===== src/rtl/b2s_pkg.sv =====
package b2s_pkg;
  localparam int ROUNDS = 10;
  localparam int VWORDS = 16;
  localparam int HWORDS = 8;

  typedef logic [31:0] word_t;
  typedef word_t [VWORDS-1:0] vec_t;
  typedef word_t [HWORDS-1:0] hstate_t;

  function automatic word_t rotr(word_t w, int unsigned n);
    return (w >> n) | (w << (32 - n));
  endfunction

  function automatic word_t iv_word(logic [2:0] i);
    case (i)
      3'd0: return 32'h6A09E667;
      3'd1: return 32'hBB67AE85;
      3'd2: return 32'h3C6EF372;
      3'd3: return 32'hA54FF53A;
      3'd4: return 32'h510E527F;
      3'd5: return 32'h9B05688C;
      3'd6: return 32'h1F83D9AB;
      default: return 32'h5BE0CD19;
    endcase
  endfunction

  // entry k of the round's permutation at bits 4k+3:4k
  function automatic logic [63:0] sigma_row(logic [3:0] r);
    case (r)
      4'd0: return 64'hFEDCBA9876543210;
      4'd1: return 64'h357B20C16DF984AE;
      4'd2: return 64'h491763EADF250C8B;
      4'd3: return 64'h8F04A562EBCD1397;
      4'd4: return 64'hD386CB1EFA427509;
      4'd5: return 64'h91EF57D438B0A6C2;
      4'd6: return 64'hB8293670A4DEF15C;
      4'd7: return 64'hA2684F05931CE7BD;
      4'd8: return 64'h5A417D2C803B9EF6;
      4'd9: return 64'h0DC3E9BF5167482A;
      default: return 64'h0;
    endcase
  endfunction

  // mix g (0..3 columns, 4..7 diagonals) -> {d,c,b,a} word indices
  function automatic logic [15:0] g_map(logic [2:0] g);
    logic [1:0] j, jb, jc, jd;
    j  = g[1:0];
    jb = g[2] ? j + 2'd1 : j;
    jc = g[2] ? j + 2'd2 : j;
    jd = g[2] ? j + 2'd3 : j;
    return {2'b11, jd, 2'b10, jc, 2'b01, jb, 2'b00, j};
  endfunction
endpackage


===== src/rtl/b2s_mix.sv =====
module b2s_mix
  import b2s_pkg::*;
(
  input  word_t a_i,
  input  word_t b_i,
  input  word_t c_i,
  input  word_t d_i,
  input  word_t x_i,
  input  word_t y_i,
  output word_t a_o,
  output word_t b_o,
  output word_t c_o,
  output word_t d_o
);
  word_t a1, b1, c1, d1;

  always_comb begin
    a1  = a_i + b_i + x_i;
    d1  = rotr(d_i ^ a1, 16);
    c1  = c_i + d1;
    b1  = rotr(b_i ^ c1, 12);
    a_o = a1 + b1 + y_i;
    d_o = rotr(d1 ^ a_o, 8);
    c_o = c1 + d_o;
    b_o = rotr(b1 ^ c_o, 7);
  end
endmodule


===== src/rtl/b2s_msg_pick.sv =====
module b2s_msg_pick
  import b2s_pkg::*;
(
  input  vec_t       msg_i,
  input  logic [3:0] rnd_i,
  input  logic [2:0] g_i,
  output word_t      x_o,
  output word_t      y_o
);
  logic [63:0] row;
  logic [7:0]  pair;

  always_comb begin
    row  = sigma_row(rnd_i);
    pair = row[8*g_i +: 8];
    x_o  = msg_i[pair[3:0]];
    y_o  = msg_i[pair[7:4]];
  end
endmodule


===== src/rtl/b2s_vinit.sv =====
module b2s_vinit
  import b2s_pkg::*;
(
  input  hstate_t     h_i,
  input  logic [63:0] t_i,
  input  word_t       f0_i,
  input  word_t       f1_i,
  output vec_t        v_o
);
  always_comb begin
    for (int i = 0; i < HWORDS; i++) begin
      v_o[i]          = h_i[i];
      v_o[i + HWORDS] = iv_word(3'(i));
    end
    v_o[12] = v_o[12] ^ t_i[31:0];
    v_o[13] = v_o[13] ^ t_i[63:32];
    v_o[14] = v_o[14] ^ f0_i;
    v_o[15] = v_o[15] ^ f1_i;
  end
endmodule


===== src/rtl/b2s_compress.sv =====
module b2s_compress
  import b2s_pkg::*;
#(
  parameter int G_LANES = 2
) (
  input  logic         clk_i,
  input  logic         rst_ni,
  input  logic         start_i,
  input  logic [255:0] h_i,
  input  logic [63:0]  t_i,
  input  logic [31:0]  inc_i,
  input  logic [31:0]  f0_i,
  input  logic [31:0]  f1_i,
  input  logic [511:0] msg_i,
  output logic         busy_o,
  output logic         done_o,
  output logic [255:0] h_o,
  output logic [63:0]  t_o
);
  localparam int SUBS  = 8 / G_LANES;
  localparam int SUB_W = (SUBS > 1) ? $clog2(SUBS) : 1;

  typedef enum logic [1:0] {ST_IDLE, ST_RUN, ST_FOLD} st_e;

  st_e              st_q;
  logic [3:0]       rnd_q;
  logic [SUB_W-1:0] sub_q;
  vec_t             v_q, v_nxt, v_init;
  vec_t             msg_q;
  hstate_t          h_q, h_fold;
  logic [63:0]      t_q, t_adv;

  word_t       ln_a [G_LANES];
  word_t       ln_b [G_LANES];
  word_t       ln_c [G_LANES];
  word_t       ln_d [G_LANES];
  logic [15:0] ln_map [G_LANES];

  assign busy_o = (st_q != ST_IDLE);
  assign t_adv  = t_i + {32'b0, inc_i};

  b2s_vinit u_vinit (
    .h_i (h_i),
    .t_i (t_adv),
    .f0_i(f0_i),
    .f1_i(f1_i),
    .v_o (v_init)
  );

  for (genvar l = 0; l < G_LANES; l++) begin : g_lane
    logic [2:0]  g_num;
    logic [15:0] map;
    word_t       x, y;

    assign g_num     = 3'(int'(sub_q) * G_LANES + l);
    assign map       = g_map(g_num);
    assign ln_map[l] = map;

    b2s_msg_pick u_pick (
      .msg_i(msg_q),
      .rnd_i(rnd_q),
      .g_i  (g_num),
      .x_o  (x),
      .y_o  (y)
    );

    b2s_mix u_mix (
      .a_i(v_q[map[3:0]]),
      .b_i(v_q[map[7:4]]),
      .c_i(v_q[map[11:8]]),
      .d_i(v_q[map[15:12]]),
      .x_i(x),
      .y_i(y),
      .a_o(ln_a[l]),
      .b_o(ln_b[l]),
      .c_o(ln_c[l]),
      .d_o(ln_d[l])
    );
  end

  always_comb begin
    v_nxt = v_q;
    for (int l = 0; l < G_LANES; l++) begin
      v_nxt[ln_map[l][3:0]]   = ln_a[l];
      v_nxt[ln_map[l][7:4]]   = ln_b[l];
      v_nxt[ln_map[l][11:8]]  = ln_c[l];
      v_nxt[ln_map[l][15:12]] = ln_d[l];
    end
  end

  always_comb begin
    for (int i = 0; i < HWORDS; i++) h_fold[i] = h_q[i] ^ v_q[i] ^ v_q[i + HWORDS];
  end

  // control and outputs
  always_ff @(posedge clk_i or negedge rst_ni) begin
    if (!rst_ni) begin
      st_q   <= ST_IDLE;
      rnd_q  <= '0;
      sub_q  <= '0;
      done_o <= 1'b0;
      h_o    <= '0;
      t_o    <= '0;
    end else begin
      done_o <= 1'b0;
      case (st_q)
        ST_IDLE: if (start_i) begin
          st_q  <= ST_RUN;
          rnd_q <= '0;
          sub_q <= '0;
        end
        ST_RUN: begin
          if (sub_q == SUB_W'(SUBS - 1)) begin
            sub_q <= '0;
            if (rnd_q == 4'(ROUNDS - 1)) st_q <= ST_FOLD;
            else                         rnd_q <= rnd_q + 4'd1;
          end else begin
            sub_q <= sub_q + 1'b1;
          end
        end
        default: begin
          h_o    <= h_fold;
          t_o    <= t_q;
          done_o <= 1'b1;
          st_q   <= ST_IDLE;
        end
      endcase
    end
  end

  // datapath, no reset needed
  always_ff @(posedge clk_i) begin
    if (st_q == ST_IDLE && start_i) begin
      msg_q <= msg_i;
      h_q   <= h_i;
      t_q   <= t_adv;
      v_q   <= v_init;
    end else if (st_q == ST_RUN) begin
      v_q <= v_nxt;
    end
  end

  AST_DONE_PULSE: assert property (@(posedge clk_i) disable iff (!rst_ni)
    done_o |=> !done_o);
  AST_DONE_IDLE: assert property (@(posedge clk_i) disable iff (!rst_ni)
    done_o |-> !busy_o);
  AST_OUT_HOLD: assert property (@(posedge clk_i) disable iff (!rst_ni)
    !done_o |-> ($stable(h_o) && $stable(t_o)));
  AST_START_IGNORED: assert property (@(posedge clk_i) disable iff (!rst_ni)
    (st_q == ST_RUN && start_i) |=> $stable(msg_q));
  AST_RND_RANGE: assert property (@(posedge clk_i) disable iff (!rst_ni)
    busy_o |-> (rnd_q < 4'(ROUNDS)));
  AST_BACK_TO_BACK: assert property (@(posedge clk_i) disable iff (!rst_ni)
    (done_o && start_i) |=> busy_o);
endmodule


===== config.mk =====
export PLATFORM = sky130hd
export DESIGN_NAME = b2s_compress
export DESIGN_NICKNAME = d
export VERILOG_FILES = /design/src/rtl/b2s_pkg.sv /design/src/rtl/b2s_mix.sv /design/src/rtl/b2s_msg_pick.sv /design/src/rtl/b2s_vinit.sv /design/src/rtl/b2s_compress.sv
export SDC_FILE = /design/constraint.sdc
export NUM_CORES = 2
export LEC_CHECK = 0
export BUFFER_PORTS_ARGS = -buffer_cell sky130_fd_sc_hd__buf_4
export CAP_MARGIN = 30
export CORE_AREA = 2 2 495 497
export CTS_CLUSTER_SIZE = 16
export DETAILED_ROUTE_END_ITERATION = 10
export DIE_AREA = 0 0 497 499
export PLACE_DENSITY_LB_ADDON = 0.15
export SLEW_MARGIN = 30
export SYNTH_ARGS = -nofsm -noshare
export SYNTH_HDL_FRONTEND = slang
export SYNTH_SLANG_ARGS = --single-unit

===== constraint.sdc =====
create_clock -name clk_i -period 45.1 [get_ports clk_i]
set_input_delay 2.255 -clock clk_i [delete_from_list [all_inputs] [get_ports clk_i]]
set_output_delay 2.255 -clock clk_i [all_outputs]
set_load 0.01 [all_outputs]

==> After elaboration in Yosys (flattened, before gate mapping) <==
Memory sizes are Yosys's and may differ from the RTL's.
Index checks and enable logic that the tools add are counted.
{ "totals": {"mem_count": 2, "output_inout_bits": 322, "mem_bits_rw": 0, "latchBits": 0, "romBits": 2048, "reg_bits": 1673, "inputBits": 931} }
{ "mem_list": {"columns": ["name", "words", "width", "rd", "rd_ports_with_merged_regs", "wr", "line", "rtl"], "rows": [
  ["(no name shown)", 16, 64, 1, 0, 0, "b2s_pkg.sv:29", "case (r)"],
  ["(no name shown)", 16, 64, 1, 0, 0, "b2s_pkg.sv:29", null]
]} }
{ "classes": {"n_reduce_logical": 17, "mul": 0, "n_shift": 2, "div": 0, "n_bitwise": 36, "muxes": 68, "add_sub_neg": 22, "order_cmp": 20, "n_eq_ne": 7} }
{ "ops": {"columns": ["cell", "count"], "rows": [
  ["$bwmux 512", 8],
  ["$mux 512", 2],
  ["$xor 32x32->32", 24],
  ["$mux 32", 21],
  ["$bmux 32 s4", 4],
  ["$bmux 32 s2", 7],
  ["$demux 32 s2", 7],
  ["$add 32x32->32", 12],
  ["$shiftx 64x7->8", 2],
  ["$add 64x32->64", 1],
  ["$or 16x32->32", 2],
  ["$or 20x32->32", 2],
  ["$or 24x32->32", 2],
  ["$or 25x32->32", 2],
  ["$lt 4x5->1 const B", 8],
  ["$demux 32 s1", 1],
  ["$not 16->16", 2],
  ["$mux 2", 11],
  ["$not 18->18", 1],
  ["$ge 4x1->1 const B", 4],
  ["$not 13->13", 1],
  ["$mux 4", 3],
  ["$lt 2x5->1 const B", 2],
  ["$lt 3x5->1 const B", 2],
  ["other kinds (20)", 41]
]} }

==> Depth between registers and ports, before layout <==
{ "logic_depth": {"depth_word": 27, "ltp_mapped": 74, "depth_no_buf": 70} }

==> Hierarchy <==
A second synthesis with hierarchy kept.
{ "unflattened": {"hier_cells": 10578, "area_unflattened_um2": 116370.4} }
{ "by_module_without_submodules": {"columns": ["mod", "seq_area_each_um2", "cells_per_inst", "n_inst", "area_per_inst_um2"], "rows": [
  ["b2s_compress", 48591.6, 5077, 1, 72791.1],
  ["b2s_msg_pick", 0.0, 1410, 2, 11018.1],
  ["b2s_mix (g_lane[0].u_mix)", 0.0, 1094, 1, 9091.2],
  ["b2s_mix (g_lane[1].u_mix)", 0.0, 1073, 1, 8837.2],
  ["b2s_vinit", 0.0, 514, 1, 3614.7]
]} }

==> Worst setup path before layout <==
No wires, ideal clock.
{ "synth_path": {"kind": "input -> register", "from": "input port start_i", "to": "register h_q[0] in the netlist's numbering (enable)", "cell_stages": 5, "path_slack_ns": 17.973, "setup_time_ns": 1.522, "arrival_time_ns": 25.605, "t_required_ns": 43.578, "cell_sequence": "nand2_1 clkinv_1 clkbuf_1 clkbuf_1 clkbuf_1"} }
{ "synth_between": {"elab_chain_cells": 1} }
{ "synth_rtl": {"columns": ["element", "line", "rtl"], "rows": [
  ["start: declaration", "b2s_compress.sv:8", "input logic start_i,"],
  ["$logic_and 1x1->1", "b2s_compress.sv:133", "if (st_q == ST_IDLE && start_i) begin"],
  ["end signal: assignment", "b2s_compress.sv:135", "h_q <= h_i;"],
  ["end: declaration", "b2s_compress.sv:30", "hstate_t h_q, h_fold;"]
]} }
Every way passes these cells.
A chain may end at the register's enable or synchronous reset.

==> Final worst setup path <==
{ "layout_path": {"from": "register rnd_q[1]", "to": "register v_q[216] in the netlist's numbering, data pin"} }
{ "layout_between": {"elab_chain_cells": 26} }
{ "layout_rtl": {"columns": ["element", "line", "rtl"], "rows": [
  ["start: declaration", "b2s_compress.sv:26", "logic [3:0] rnd_q;"],
  ["start signal: assignment", "b2s_compress.sv:116", "else rnd_q <= rnd_q + 4'd1;"],
  ["$mem_v2 16x64", null, null],
  ["$shiftx 64x7->8", "b2s_msg_pick.sv:15", "pair = row[8*g_i +: 8];"],
  ["$bmux 32 s4", "b2s_msg_pick.sv:16", "x_o = msg_i[pair[3:0]];"],
  ["$mux 32 (not written as such)", "b2s_msg_pick.sv:16", null],
  ["$add 32x32->32", "b2s_mix.sv:18", "a1 = a_i + b_i + x_i;"],
  ["$xor 32x32->32", "b2s_mix.sv:19", "d1 = rotr(d_i ^ a1, 16);"],
  ["$or 16x32->32", "b2s_pkg.sv:11", "return (w >> n) | (w << (32 - n));"],
  ["$add 32x32->32", "b2s_mix.sv:20", "c1 = c_i + d1;"],
  ["[... 10 more ...]", null, null],
  ["$bwmux 512", "b2s_compress.sv:86", "v_nxt[ln_map[l][11:8]] = ln_c[l];"],
  ["$bwmux 512", "b2s_compress.sv:87", "v_nxt[ln_map[l][15:12]] = ln_d[l];"],
  ["$bwmux 512", "b2s_compress.sv:84", "v_nxt[ln_map[l][3:0]] = ln_a[l];"],
  ["$bwmux 512", "b2s_compress.sv:85", "v_nxt[ln_map[l][7:4]] = ln_b[l];"],
  ["$bwmux 512", "b2s_compress.sv:86", null],
  ["$bwmux 512 *", "b2s_compress.sv:87", null],
  ["$mux 512 *", "b2s_compress.sv:138", "end else if (st_q == ST_RUN) begin"],
  ["$mux 512 *", "b2s_compress.sv:133", null],
  ["end signal: assignment", "b2s_compress.sv:137", "v_q <= v_init;"],
  ["end signal: assignment", "b2s_compress.sv:139", "v_q <= v_nxt;"],
  ["end: declaration", "b2s_compress.sv:28", "vec_t v_q, v_nxt, v_init;"]
]} }
Mark *: on every way between the ends. The rest lies on a longest branch, timed or not. The select of a mux whose other input is x is not followed.

==> summary.md <==
| Metric | Value |
|---|---|
| Max-Cap Viols | 0 |
| Distinct cells, synth | 115 |
| Pin count of the biggest net entering global routing | 189 |
| Share of cells above drive strength 1 | 0.260 |
| Worst Path Required | 45740 ps |
| Clock Skew | 104 ps |
| Clk Latency, worst-skew pair | 930 ps |
| Die Y | 499 µm |
| Final Cell Area | 128000 µm² |
| Die width | 497 µm |
| CTS H-Tree Depth | 4 |
| Area fraction in compound gates after synthesis | 0.152 |
| Vias in the first global route | 86583 |
| Outcome | finished, final reports clean |
| Clock Sinks | 1673 |
| Worst EP arrival | 22250 ps |
| Reg2reg setup slack | 23480 ps |
| Initial antenna violation count | 57 |
| CTS Buf Count | 188 |
| Fin nets | 11676 |
| Hold_sp | t_q[20] |
| # DRC | 0 |
| Final worst-path cycle share | 0.479 |
| Fillers | 20925 |
| Final setup fails | 0 |
| 1st-iter DRT viols | 14401 |
| Syn_nets | 10615 |
| Mapped Cells | 9271 |
| Clock transition at path regs | 70 ps |
| Initial core utilization | 0.442 |
| YS warnings | 0 |
| Worst Setup End Kind | flip-flop |
| Total global routing overflow | 0 |
| Crit-path most repeated cell | a21oi_1 |
| Slew Viols, Final | 0 |
| GPL Wtd Cong | 1.11 |
| Post-synthesis mux area share | 0.147 |
| Slew headroom | 0.175 |
| Clk buf depth | 3 |
| Post-DP HPWL | 455 mm |
| Depth of the worst hold-timing path | 1 |
| Post-synthesis xor/xnor area fraction | 0.0914 |
| WL per Instance | 41.7 µm |
| CP Launch Type | flip-flop |
| Vias | 92034 |
| Largest family of logic cells by synthesized area | compound AO/OA/AOI/OAI gates |
| RSZ-0062 raised after global routing | no |
| Post-CTS Resized | 0 |
| Slowest-stage cell, CP | xor2_1 |
| Max Clock Freq | 0.0463 GHz |
| Placed cell areas | 121000 µm² |
| Asr flop ratio synth | 0.197 |
| Final WL | 573 mm |
| Die area | 248000 µm² |
| Setup bufs post-CTS | 0 |
| Row cnt | 181 |
| Post-synthesis sequential area ratio | 0.441 |
| Critical-path maximum fanout | 51 |
| First-pass GRT wire length | 759 mm |
| Via-to-Cell Ratio | 6.70 |
| Worst path max stage delay | 850 ps |
| CTS Hold Bufs | 0 |
| Reg-to-reg startpoint | rnd_q[1] |
| Slew of the pin with the lowest slew margin | 1240 ps |
| Tot GR Track Use | 0.449 |
| IO Pins | 1253 |
| Reg2reg end | v_q[216] |
| Simple-gate share of the synthesized area | 0.0770 |
| Hold Vio Cnt, Final | 0 |
| Core area | 243000 µm² |
| CTS tree | yes |
| Number of synthesized register bits | 1673 |
| Commonest non-fill, non-tap cell in the layout | buf_4 |
| PortBufs | 1252 |
| Critical path class | reg2reg |
| Avg Inst Size Synth | 11.6 µm² |
| Antenna-violating nets left | 0 |
| Root Driver | clkbuf_16 |
| Number of synthesized flops with an enable pin | 1216 |
| Pre-antenna DRT Iters | 7 |
| Final Critical Period | 21620 ps |
| Most frequent cells in the layout | 1432 x buf_4, 1216 x edfxtp_1, 844 x nand2_1 |
| Setup_tns | 0 ps |
| Worst Hold End | t_o[20] |
| Layout area overhead | 19.2% |
| HP Class | reg2reg |
| Mapped Area | 107000 µm² |
| Primary FF master, synth | edfxtp_1 |
| Adder-cell area share of the yosys netlist | 0.0579 |
| Reg2reg path depth | 68 |
layer usage:
metal | track usage | share of wire | up-vias | wire length, µm
met2 | 0.647 | 0.42 | 7146 | 240000
met4 | 0.332 | 0.091 | 16 | 52000
met1 | 0.564 | 0.36 | 46343 | 208000
met5 | 0 | 0.00021 | - | 119
met3 | 0.147 | 0.13 | 1434 | 72100
li1 | - | - | 37095 | -
stage by stage:
step           setup WS [ps]   util  std cells  hold slack (ps)
3_5_place_dp           24220  0.499      13338              462
3_3_place_gp           23110  0.497      13337              457
5_1_grt                23040  0.527      13717              479
4_1_cts                24190  0.526      13694              466
2_1_floorplan          17970      -       9271              454
6_report               23480  0.527      13729              467
flip-flops by register name (all words and copies together) (netlist names), 4 cells and up:
register	flops
msg_q	512
v_q	512
h_o	256
h_q	256
t_o	64
t_q	64
rnd_q	4
cells in the mapped netlist, types with 46 or more instances:
| library cell | instances | area share |
|---|---|---|
| a221o_1 | 72 | 0.0067 |
| xnor2_1 | 863 | 0.070 |
| dfrtp_1 | 329 | 0.077 |
| nand3_1 | 63 | 0.0029 |
| nor3_1 | 66 | 0.0031 |
| clkbuf_1 | 468 | 0.016 |
| a31oi_1 | 126 | 0.0074 |
| a22oi_1 | 109 | 0.0076 |
| o221ai_1 | 67 | 0.0055 |
| mux2_2 | 431 | 0.045 |
| and2_1 | 220 | 0.013 |
| buf_1 | 85 | 0.0030 |
| inv_1 | 365 | 0.013 |
| nand2_1 | 854 | 0.030 |
| a22o_1 | 171 | 0.014 |
| and3_1 | 100 | 0.0058 |
| o22a_1 | 73 | 0.0060 |
| edfxtp_1 | 1216 | 0.34 |
| o31ai_1 | 46 | 0.0032 |
| a311oi_1 | 159 | 0.013 |
| xor2_1 | 178 | 0.015 |
| a21o_1 | 196 | 0.014 |
| mux4_2 | 316 | 0.066 |
| ha_1 | 280 | 0.033 |
| dfxtp_1 | 128 | 0.024 |
| a21oi_1 | 330 | 0.015 |
| o21ai_0 | 252 | 0.012 |
| nor2_1 | 282 | 0.0099 |
| fa_1 | 133 | 0.025 |
| nand2b_1 | 55 | 0.0032 |
| mux2i_1 | 373 | 0.035 |
| a211oi_1 | 352 | 0.025 |
worst max-delay path, delay by kind of cell, from the launching register on:
| family | cells | cell delay (ps) |
|---|---|---|
| compound gates | 39 | 9640 |
| fa+ha+maj | 7 | 3440 |
| xor+xnor | 7 | 3120 |
| buf+inv | 5 | 1750 |
| simple gates | 8 | 1300 |
| mux | 2 | 1110 |
| flops | 1 | 810 |
cells by family after synthesis:
kind of cell,Yosys count
adders and majority gates,417
DFF,1673
and+or+nand+nor,1786
AOI/OAI and AO/OA,2252
buffers and inverters,949
muxes,1122
xor gates and xnor gates,1072
worst max-delay path by stage:
stage / end / startpoint / slack, ps
3_5_place_dp: v_q[216] / rnd_q[1] / 24220
3_3_place_gp: v_q[216] / rnd_q[1] / 23110
6_report: v_q[216] / rnd_q[1] / 23480
4_1_cts: v_q[150] / rnd_q[1] / 24190
5_1_grt: v_q[182] / rnd_q[1] / 23040
2_1_floorplan: h_q[0] / start_i / 17970
final cells by class:
cell class                      instances  area, µm²  share of cell area
Multi-Input combinational cell       6649      57400               0.449
Sequential cell                      1673      47300               0.370
Timing Repair Buffer                 1451      11100              0.0869
Clock buffer                          247       5260              0.0412
Tap cell                             3202       4010              0.0313
Inverter                              369       1410              0.0110
Clock inverter                        109       1280              0.0100
Antenna cell                           29       72.6            0.000568
Power is left out: the tool's default activity adds up to more than one toggle a clock period on the data nets, which glitch-free logic cannot reach.
